$ cat config.mk
export PLATFORM = sky130hd
export DESIGN_NAME = ring_decompressor
export DESIGN_NICKNAME = d
export VERILOG_FILES = /design/src/rtl/rgd_pkg.sv /design/src/rtl/rgd_ring.sv /design/src/rtl/rgd_phase_shifter.sv /design/src/rtl/rgd_flow.sv /design/src/rtl/ring_decompressor.sv
export SDC_FILE = /design/constraint.sdc
export NUM_CORES = 1
export LEC_CHECK = 0
export ABC_CLOCK_PERIOD_IN_PS = 890
export BUFFER_PORTS_ARGS = -buffer_cell sky130_fd_sc_hd__buf_4
export CAP_MARGIN = 20
export CELL_PAD_IN_SITES_DETAIL_PLACEMENT = 1
export CELL_PAD_IN_SITES_GLOBAL_PLACEMENT = 1
export CORE_AREA = 4 4 41 43
export CTS_CLUSTER_SIZE = 16
export DETAILED_ROUTE_END_ITERATION = 16
export DIE_AREA = 0 0 45 47
export PLACE_DENSITY = 0.66
export SYNTH_ARGS = -nofsm -noshare
export SYNTH_HDL_FRONTEND = slang
export SYNTH_SLANG_ARGS = --single-unit
export TNS_END_PERCENT = 100
$ cat constraint.sdc
create_clock -name clk -period 0.89 [get_ports clk]
set_input_delay 0.2225 -clock clk [delete_from_list [all_inputs] [get_ports clk]]
set_output_delay 0.2225 -clock clk [all_outputs]
set_load 0.1 [all_outputs]
$ cat src/rtl/rgd_pkg.sv
package rgd_pkg;
  localparam int DEF_RING_W = 4;
  localparam int DEF_CHAN_W = 2;
  localparam int DEF_CHAINS = 4;
  // feedback: last cell folds into cell 2 (bit 0 has no effect)
  localparam logic [DEF_RING_W-1:0] DEF_FB_TAPS = 4'b0100;
  // per channel RING_W-bit slice: ch0 -> cell 1, ch1 -> cell 3
  localparam logic [DEF_CHAN_W*DEF_RING_W-1:0] DEF_INJ_MASK = 8'h82;
  // per chain RING_W-bit slice: ch0=0x2, ch1=0x4, ch2=0x9, ch3=0x3
  localparam logic [DEF_CHAINS*DEF_RING_W-1:0] DEF_PS_TAPS = 16'h3942;
endpackage

$ cat src/rtl/rgd_ring.sv
module rgd_ring #(
  parameter int RING_W = 4,
  parameter int CHAN_W = 2,
  parameter logic [RING_W-1:0] FB_TAPS = '0,
  parameter logic [CHAN_W*RING_W-1:0] INJ_MASK = '0
) (
  input  logic              clk,
  input  logic              rst_n,
  input  logic              load,
  input  logic [RING_W-1:0] seed,
  input  logic              step,
  input  logic [CHAN_W-1:0] chan,
  output logic [RING_W-1:0] state
);
  logic [RING_W-1:0] ring_q;
  logic [RING_W-1:0] ring_nxt;

  for (genvar i = 0; i < RING_W; i++) begin : g_cell
    localparam int PREV = (i + RING_W - 1) % RING_W;
    localparam bit FB_ON = (i > 0) && FB_TAPS[i];
    logic [CHAN_W-1:0] hit;
    logic fb;
    always_comb begin
      for (int c = 0; c < CHAN_W; c++) begin
        hit[c] = chan[c] & INJ_MASK[c*RING_W + i];
      end
    end
    if (FB_ON) begin : g_fb
      assign fb = ring_q[RING_W-1];
    end else begin : g_nofb
      assign fb = 1'b0;
    end
    assign ring_nxt[i] = ring_q[PREV] ^ fb ^ (^hit);
  end

  always_ff @(posedge clk) begin
    if (!rst_n) ring_q <= '0;
    else if (load) ring_q <= seed;
    else if (step) ring_q <= ring_nxt;
  end

  assign state = ring_q;

  assert_seed_load_R2: assert property (@(posedge clk) disable iff (!rst_n)
    load |=> (state == $past(seed)));

  assert_hold_R6: assert property (@(posedge clk) disable iff (!rst_n)
    (!load && !step) |=> $stable(state));
endmodule

$ cat src/rtl/rgd_phase_shifter.sv
module rgd_phase_shifter #(
  parameter int RING_W = 4,
  parameter int CHAINS = 4,
  parameter logic [CHAINS*RING_W-1:0] PS_TAPS = '0
) (
  input  logic [RING_W-1:0] state,
  output logic [CHAINS-1:0] bits
);
  for (genvar k = 0; k < CHAINS; k++) begin : g_chain
    localparam logic [RING_W-1:0] TAP = PS_TAPS[k*RING_W +: RING_W];
    assign bits[k] = ^(state & TAP);
  end
endmodule

$ cat src/rtl/rgd_flow.sv
module rgd_flow (
  input  logic clk,
  input  logic rst_n,
  input  logic seed_load,
  input  logic chan_valid,
  output logic chan_ready,
  output logic scan_valid,
  input  logic scan_ready,
  output logic step
);
  logic full_q;

  assign chan_ready = !seed_load && (!full_q || scan_ready);
  assign step = chan_valid && chan_ready;

  always_ff @(posedge clk) begin
    if (!rst_n) full_q <= 1'b0;
    else if (seed_load) full_q <= 1'b0;
    else if (step) full_q <= 1'b1;
    else if (scan_ready) full_q <= 1'b0;
  end

  assign scan_valid = full_q;

  assert_beat_lands_R3: assert property (@(posedge clk) disable iff (!rst_n)
    step |=> scan_valid);
endmodule

$ cat src/rtl/ring_decompressor.sv
module ring_decompressor #(
  parameter int RING_W = rgd_pkg::DEF_RING_W,
  parameter int CHAN_W = rgd_pkg::DEF_CHAN_W,
  parameter int CHAINS = rgd_pkg::DEF_CHAINS,
  parameter logic [RING_W-1:0] FB_TAPS = rgd_pkg::DEF_FB_TAPS,
  parameter logic [CHAN_W*RING_W-1:0] INJ_MASK = rgd_pkg::DEF_INJ_MASK,
  parameter logic [CHAINS*RING_W-1:0] PS_TAPS = rgd_pkg::DEF_PS_TAPS
) (
  input  logic              clk,
  input  logic              rst_n,
  input  logic              seed_load,
  input  logic [RING_W-1:0] seed,
  input  logic              chan_valid,
  output logic              chan_ready,
  input  logic [CHAN_W-1:0] chan_data,
  output logic              scan_valid,
  input  logic              scan_ready,
  output logic [CHAINS-1:0] scan_bits
);
  logic              step;
  logic [RING_W-1:0] ring_state;

  rgd_flow u_flow (
    .clk        (clk),
    .rst_n      (rst_n),
    .seed_load  (seed_load),
    .chan_valid (chan_valid),
    .chan_ready (chan_ready),
    .scan_valid (scan_valid),
    .scan_ready (scan_ready),
    .step       (step)
  );

  rgd_ring #(
    .RING_W   (RING_W),
    .CHAN_W   (CHAN_W),
    .FB_TAPS  (FB_TAPS),
    .INJ_MASK (INJ_MASK)
  ) u_ring (
    .clk   (clk),
    .rst_n (rst_n),
    .load  (seed_load),
    .seed  (seed),
    .step  (step),
    .chan  (chan_data),
    .state (ring_state)
  );

  rgd_phase_shifter #(
    .RING_W  (RING_W),
    .CHAINS  (CHAINS),
    .PS_TAPS (PS_TAPS)
  ) u_ps (
    .state (ring_state),
    .bits  (scan_bits)
  );

  assert_stall_hold_R7: assert property (@(posedge clk) disable iff (!rst_n)
    (scan_valid && !scan_ready && !seed_load) |=> (scan_valid && $stable(scan_bits)));
endmodule

Word-level counts from Yosys, hierarchy flattened
Index checks and enable logic that the tools add are counted.

word-level totals
  flip-flop bits (word level) = 5
  input port bits = 11
  output and inout bits = 6
  logic and storage cells = 24

operators by class
  muxes and demuxes = 4
  bitwise operators = 4
  reductions and logical operators = 14

operator list
  kind               count
  $reduce_xor 4->1   4
  $mux 4             2
  $reduce_bool 2->1  2
  $reduce_xor 2->1   2
  $xor 1x1->1        3
  $logic_and 1x1->1  2
  $logic_not 1->1    2
  $mux 1             2
  $reduce_or 2->1    1
  $logic_or 1x1->1   1
  $not 1->1          1

Logic depth before layout (Yosys ltp)
  word-level depth = 6
  depth in mapped cells = 4
  mapped depth without buffers = 3

By module
A second synthesis with hierarchy kept.

unflattened totals
  cell total of the unflattened synthesis = 30
  area, all modules = 309.0 µm²

modules (own cells, without submodules)
  module             instances  cells an instance  area each (µm²)  seq. area each (µm²)
  rgd_ring           1          20                 212.7            80.1
  rgd_flow           1          6                  63.8             20.0
  rgd_phase_shifter  1          4                  32.5             0.0

Least setup slack after synthesis
No wires, ideal clock.

  path type = reg2out
  start point = reg u_flow.full_q (netlist: u_flow.scan_valid)
  end point = out chan_ready
  arrival = 2.322 ns
  data required time = 0.667 ns
  setup slack = -1.654 ns
  cell stages (with the launch flop) = 3
  path buffers = 0
  cells stage by stage = dfxtp_1 and2b_2 nor2_1

on the way
  longest elaborated chain between the ends = 3

RTL lines
  item                      RTL line                 RTL
  start: declaration        rgd_flow.sv:11           logic full_q;
  start signal: assignment  rgd_flow.sv:17           if (!rst_n) full_q <= 1'b0;
  start signal: assignment  rgd_flow.sv:18           else if (seed_load) full_q <= 1'b0;
  start signal: assignment  rgd_flow.sv:19           else if (step) full_q <= 1'b1;
  $logic_not 1->1           rgd_flow.sv:13           assign chan_ready = !seed_load && (!full_q || scan_ready);
  $logic_or 1x1->1          rgd_flow.sv:13
  $logic_and 1x1->1         rgd_flow.sv:13
  end: declaration          ring_decompressor.sv:14  output logic chan_ready,

Every way passes these cells.

Final worst setup path
Same ends and word-level chain as after synthesis.

==> flow_summary.yaml <==
sta:
  finalSetupViolCount: 11
  max-slew-margin-rel_pct: 81.3
  fin_ws_ns: -0.399
  hold-worst-slack_ns: 0.250
  skew_ns: 0.00172
  rsz0062_at_grt: "true"
  drv_slew: 0
  fmax_ghz: 0.776
  finalSetupTns_ns: -2.39
  worst_pin_slew_ns: 0.280
  period_share_pct: 145
  hold_viol: 0
  finalCriticalPeriod_ns: 1.29
power_and_ir_drop:
  p_clk_share_pct: 26.0
  p_sw_w: 0.000407
  pwr-share-comb_pct: 48.3
  p_seq_share_pct: 25.7
  p_leak_nw: 0.320
  internal-power_w: 0.000626
  swShare_pct: 39.4
  power_density_nw_per_um2: 1380
  peakVddDrop_v: 0.000935
layout:
  n_antenna_cell: 0
  fin_nets: 77
  area.growth.synth_to_final_pct: 132
  drive_above_1_share_pct: 80.0
  fillCellCount: 140
  final_util_pct: 57.4
worst_setup_path:
  start_kind: "flop"
  arrival_ns: 1.07
  crit_path_end_kind: "output port"
  worstSetupPathType: "flop to output port"
  cp_max_fo: 2
  required_ns: 0.67
floorplanning:
  die_y_um: 47
  die_width_um: 45
  die_area_sq_um: 2120
  row_count: 13
  ios: 17
  start_util_pct: 24.7
  coreArea_sq_um: 1300
clocking:
  postCtsHoldBufs: 0
  clkSinkCount: 5
  clockBufferDepth: 2
  clk_latency_ns: 0.24
  cts_buffers: 3
  htreeDepth: 1
  cts_root_buf: "clkbuf_4"
  cts_tree: "done"
  clk_pin_slew_ns: 0.05
logic_synthesis:
  ys_seq_elements: 5
  synthDistinctLibCells: 18
  synth_top_cell_area_share_pct: 31.1
  synth_fp_nets: 48
  yosys.area.top_type: "dfxtp_1"
  synth_cells: 37
  yosysWarnings: 0
  yosys-top-cells-area: "dfxtp_1, xor2_1, o211ai_1, nand3_1, a31oi_1"
  ys_seq_area_share_pct: 31.1
  avgSynthCellArea_sq_um: 8.69
  syn-cell-area_sq_um: 322
global_route:
  grt_max_degree: 7
  grt_pass1_wl_mm: 1.68
  grt_usage_pct: 11.1
  grt_pass1_vias: 382
  antenna_found_initial: 0
  grt_overflow_total: 0
route:
  postRouteAntennaNets: 0
  routed_via_density: 4.63
  drt_iter0_markers: 3
  dr.pass1.iters: 4
  drc: 0
  dr_total_vias: 370
  routed_wl_mm: 1.03
  routedWlPerCell_um: 12.9
placed_design:
  dp_hpwl_um: 740
  routabilityCongestion: 0.754
  place.port_buffers: 16
outcome:
  violations: "negative setup slack"
  outcome: "finished with violations"
run:
  max_cap_viol_count: 0
hold_path:
  hold_class: "primary input to flop"
worst max-delay path: stages, from the launching register on:
cell and delay, ns:
dfxtp_4 0.33, and2b_2 0.21, nor2_4 0.10, buf_12 0.18
cell families after synthesis:
group	Yosys count	share of synthesized area, %
and+or+nand+nor	12	24.5
AOI/OAI and AO/OA	9	19.1
buffers and inverters	6	11.7
xor gates and xnor gates	5	13.6
DFF	5	31.1
cells in the mapped netlist, drive strengths merged:
cell type,instances
nor3b,1
buf,3
nand2,3
a211oi,2
xor2,4
inv,3
nor2b,1
and2b,1
xnor2,1
nor2,1
nand3,4
a31oi,3
o21ai,1
dfxtp,5
nand2b,1
o211ai,3
metal layers:
| layer | global-route usage [%] | vias up | share of wire, % |
|---|---|---|---|
| li1 | - | 181 | - |
| met1 | 13.2 | 176 | 41 |
| met2 | 18.4 | 13 | 52 |
| met3 | 5.75 | 0 | 6.8 |
| met4 | 1.75 | 0 | 0 |
| met5 | 0 | - | 0 |
sequential cells by signal (all words and copies together), names as in the netlist:
register / count
u_flow.scan_valid: 1
u_ring.state: 4
area by class of cell:
cell class | instances | area, sq um | share of cell area, %
tap | 15 | 18.8 | 2.51
inverter | 3 | 11.3 | 1.51
clock buffer | 4 | 26.3 | 3.52
sequential | 5 | 116 | 15.6
timing repair buffer | 27 | 294 | 39.4
multi-input combinational | 26 | 280 | 37.5
cells in the final DEF (no fill, tap or decap):
master,Yosys,routed
buf_4,2,19
buf_12,0,7
nand3_2,0,4
dfxtp_4,0,4
nand2_1,3,3
o211ai_1,3,3
clkbuf_4,0,3
xor2_4,0,2
a211oi_2,0,2
inv_1,2,2
a31oi_1,3,2
nand2b_4,1,1
inv_2,1,1
o21ai_0,1,1
nor2b_2,1,1
xnor2_2,0,1
nor3b_2,1,1
and2b_2,1,1
xor2_2,0,1
a31oi_2,0,1
xor2_1,4,1
nor2_4,0,1
clkbuf_1,0,1
buf_6,1,1
dfxtp_2,0,1
through the flow:
step / worst slack (ns) / cell area, sq um / total power, W / std cells
after floorplan: -0.540 / 389 / 0.000549 / 37
after global placement: -0.243 / 574 / 0.000658 / 73
after detailed placement: -0.252 / 574 / 0.000661 / 73
after CTS: -0.414 / 729 / 0.00104 / 80
after global routing: -0.433 / 747 / 0.00109 / 80
final: -0.399 / 747 / 0.00103 / 80
path summary, 6_finish.rpt:
path	from	to	slack, ns	cells past startpoint
worst max-delay path	u_flow.scan_valid$_SDFFE_PP0P_	chan_ready	-0.40	3
worst min-delay path	seed[0]	u_ring.state[0]$_SDFFE_PN0P_	0.25	3
worst max register to register	u_flow.scan_valid$_SDFFE_PP0P_	u_ring.state[2]$_SDFFE_PN0P_	-0.22	4
worst min register to register	u_ring.state[3]$_SDFFE_PN0P_	u_ring.state[0]$_SDFFE_PN0P_	0.67	3
repair_timing:
| item | 4_1_cts | 5_1_grt |
|---|---|---|
| setup buffers | 3 | 1 |
| resized for setup | 26 | 3 |
| setup endpoints to repair | 10 | 11 |
| pin swaps | 6 | 3 |
power groups by stage:
stage | logic, W | registers, W | clock network (W)
floorplan | 0.000264 | 0.000285 | 0
CTS | 0.000487 | 0.000266 | 0.000284
finish | 0.000499 | 0.000265 | 0.000268
detailed placement | 0.000393 | 0.000268 | 0
global placement | 0.000391 | 0.000268 | 0
global route | 0.000522 | 0.000267 | 0.000301
Power figures use the tool's default switching activity.
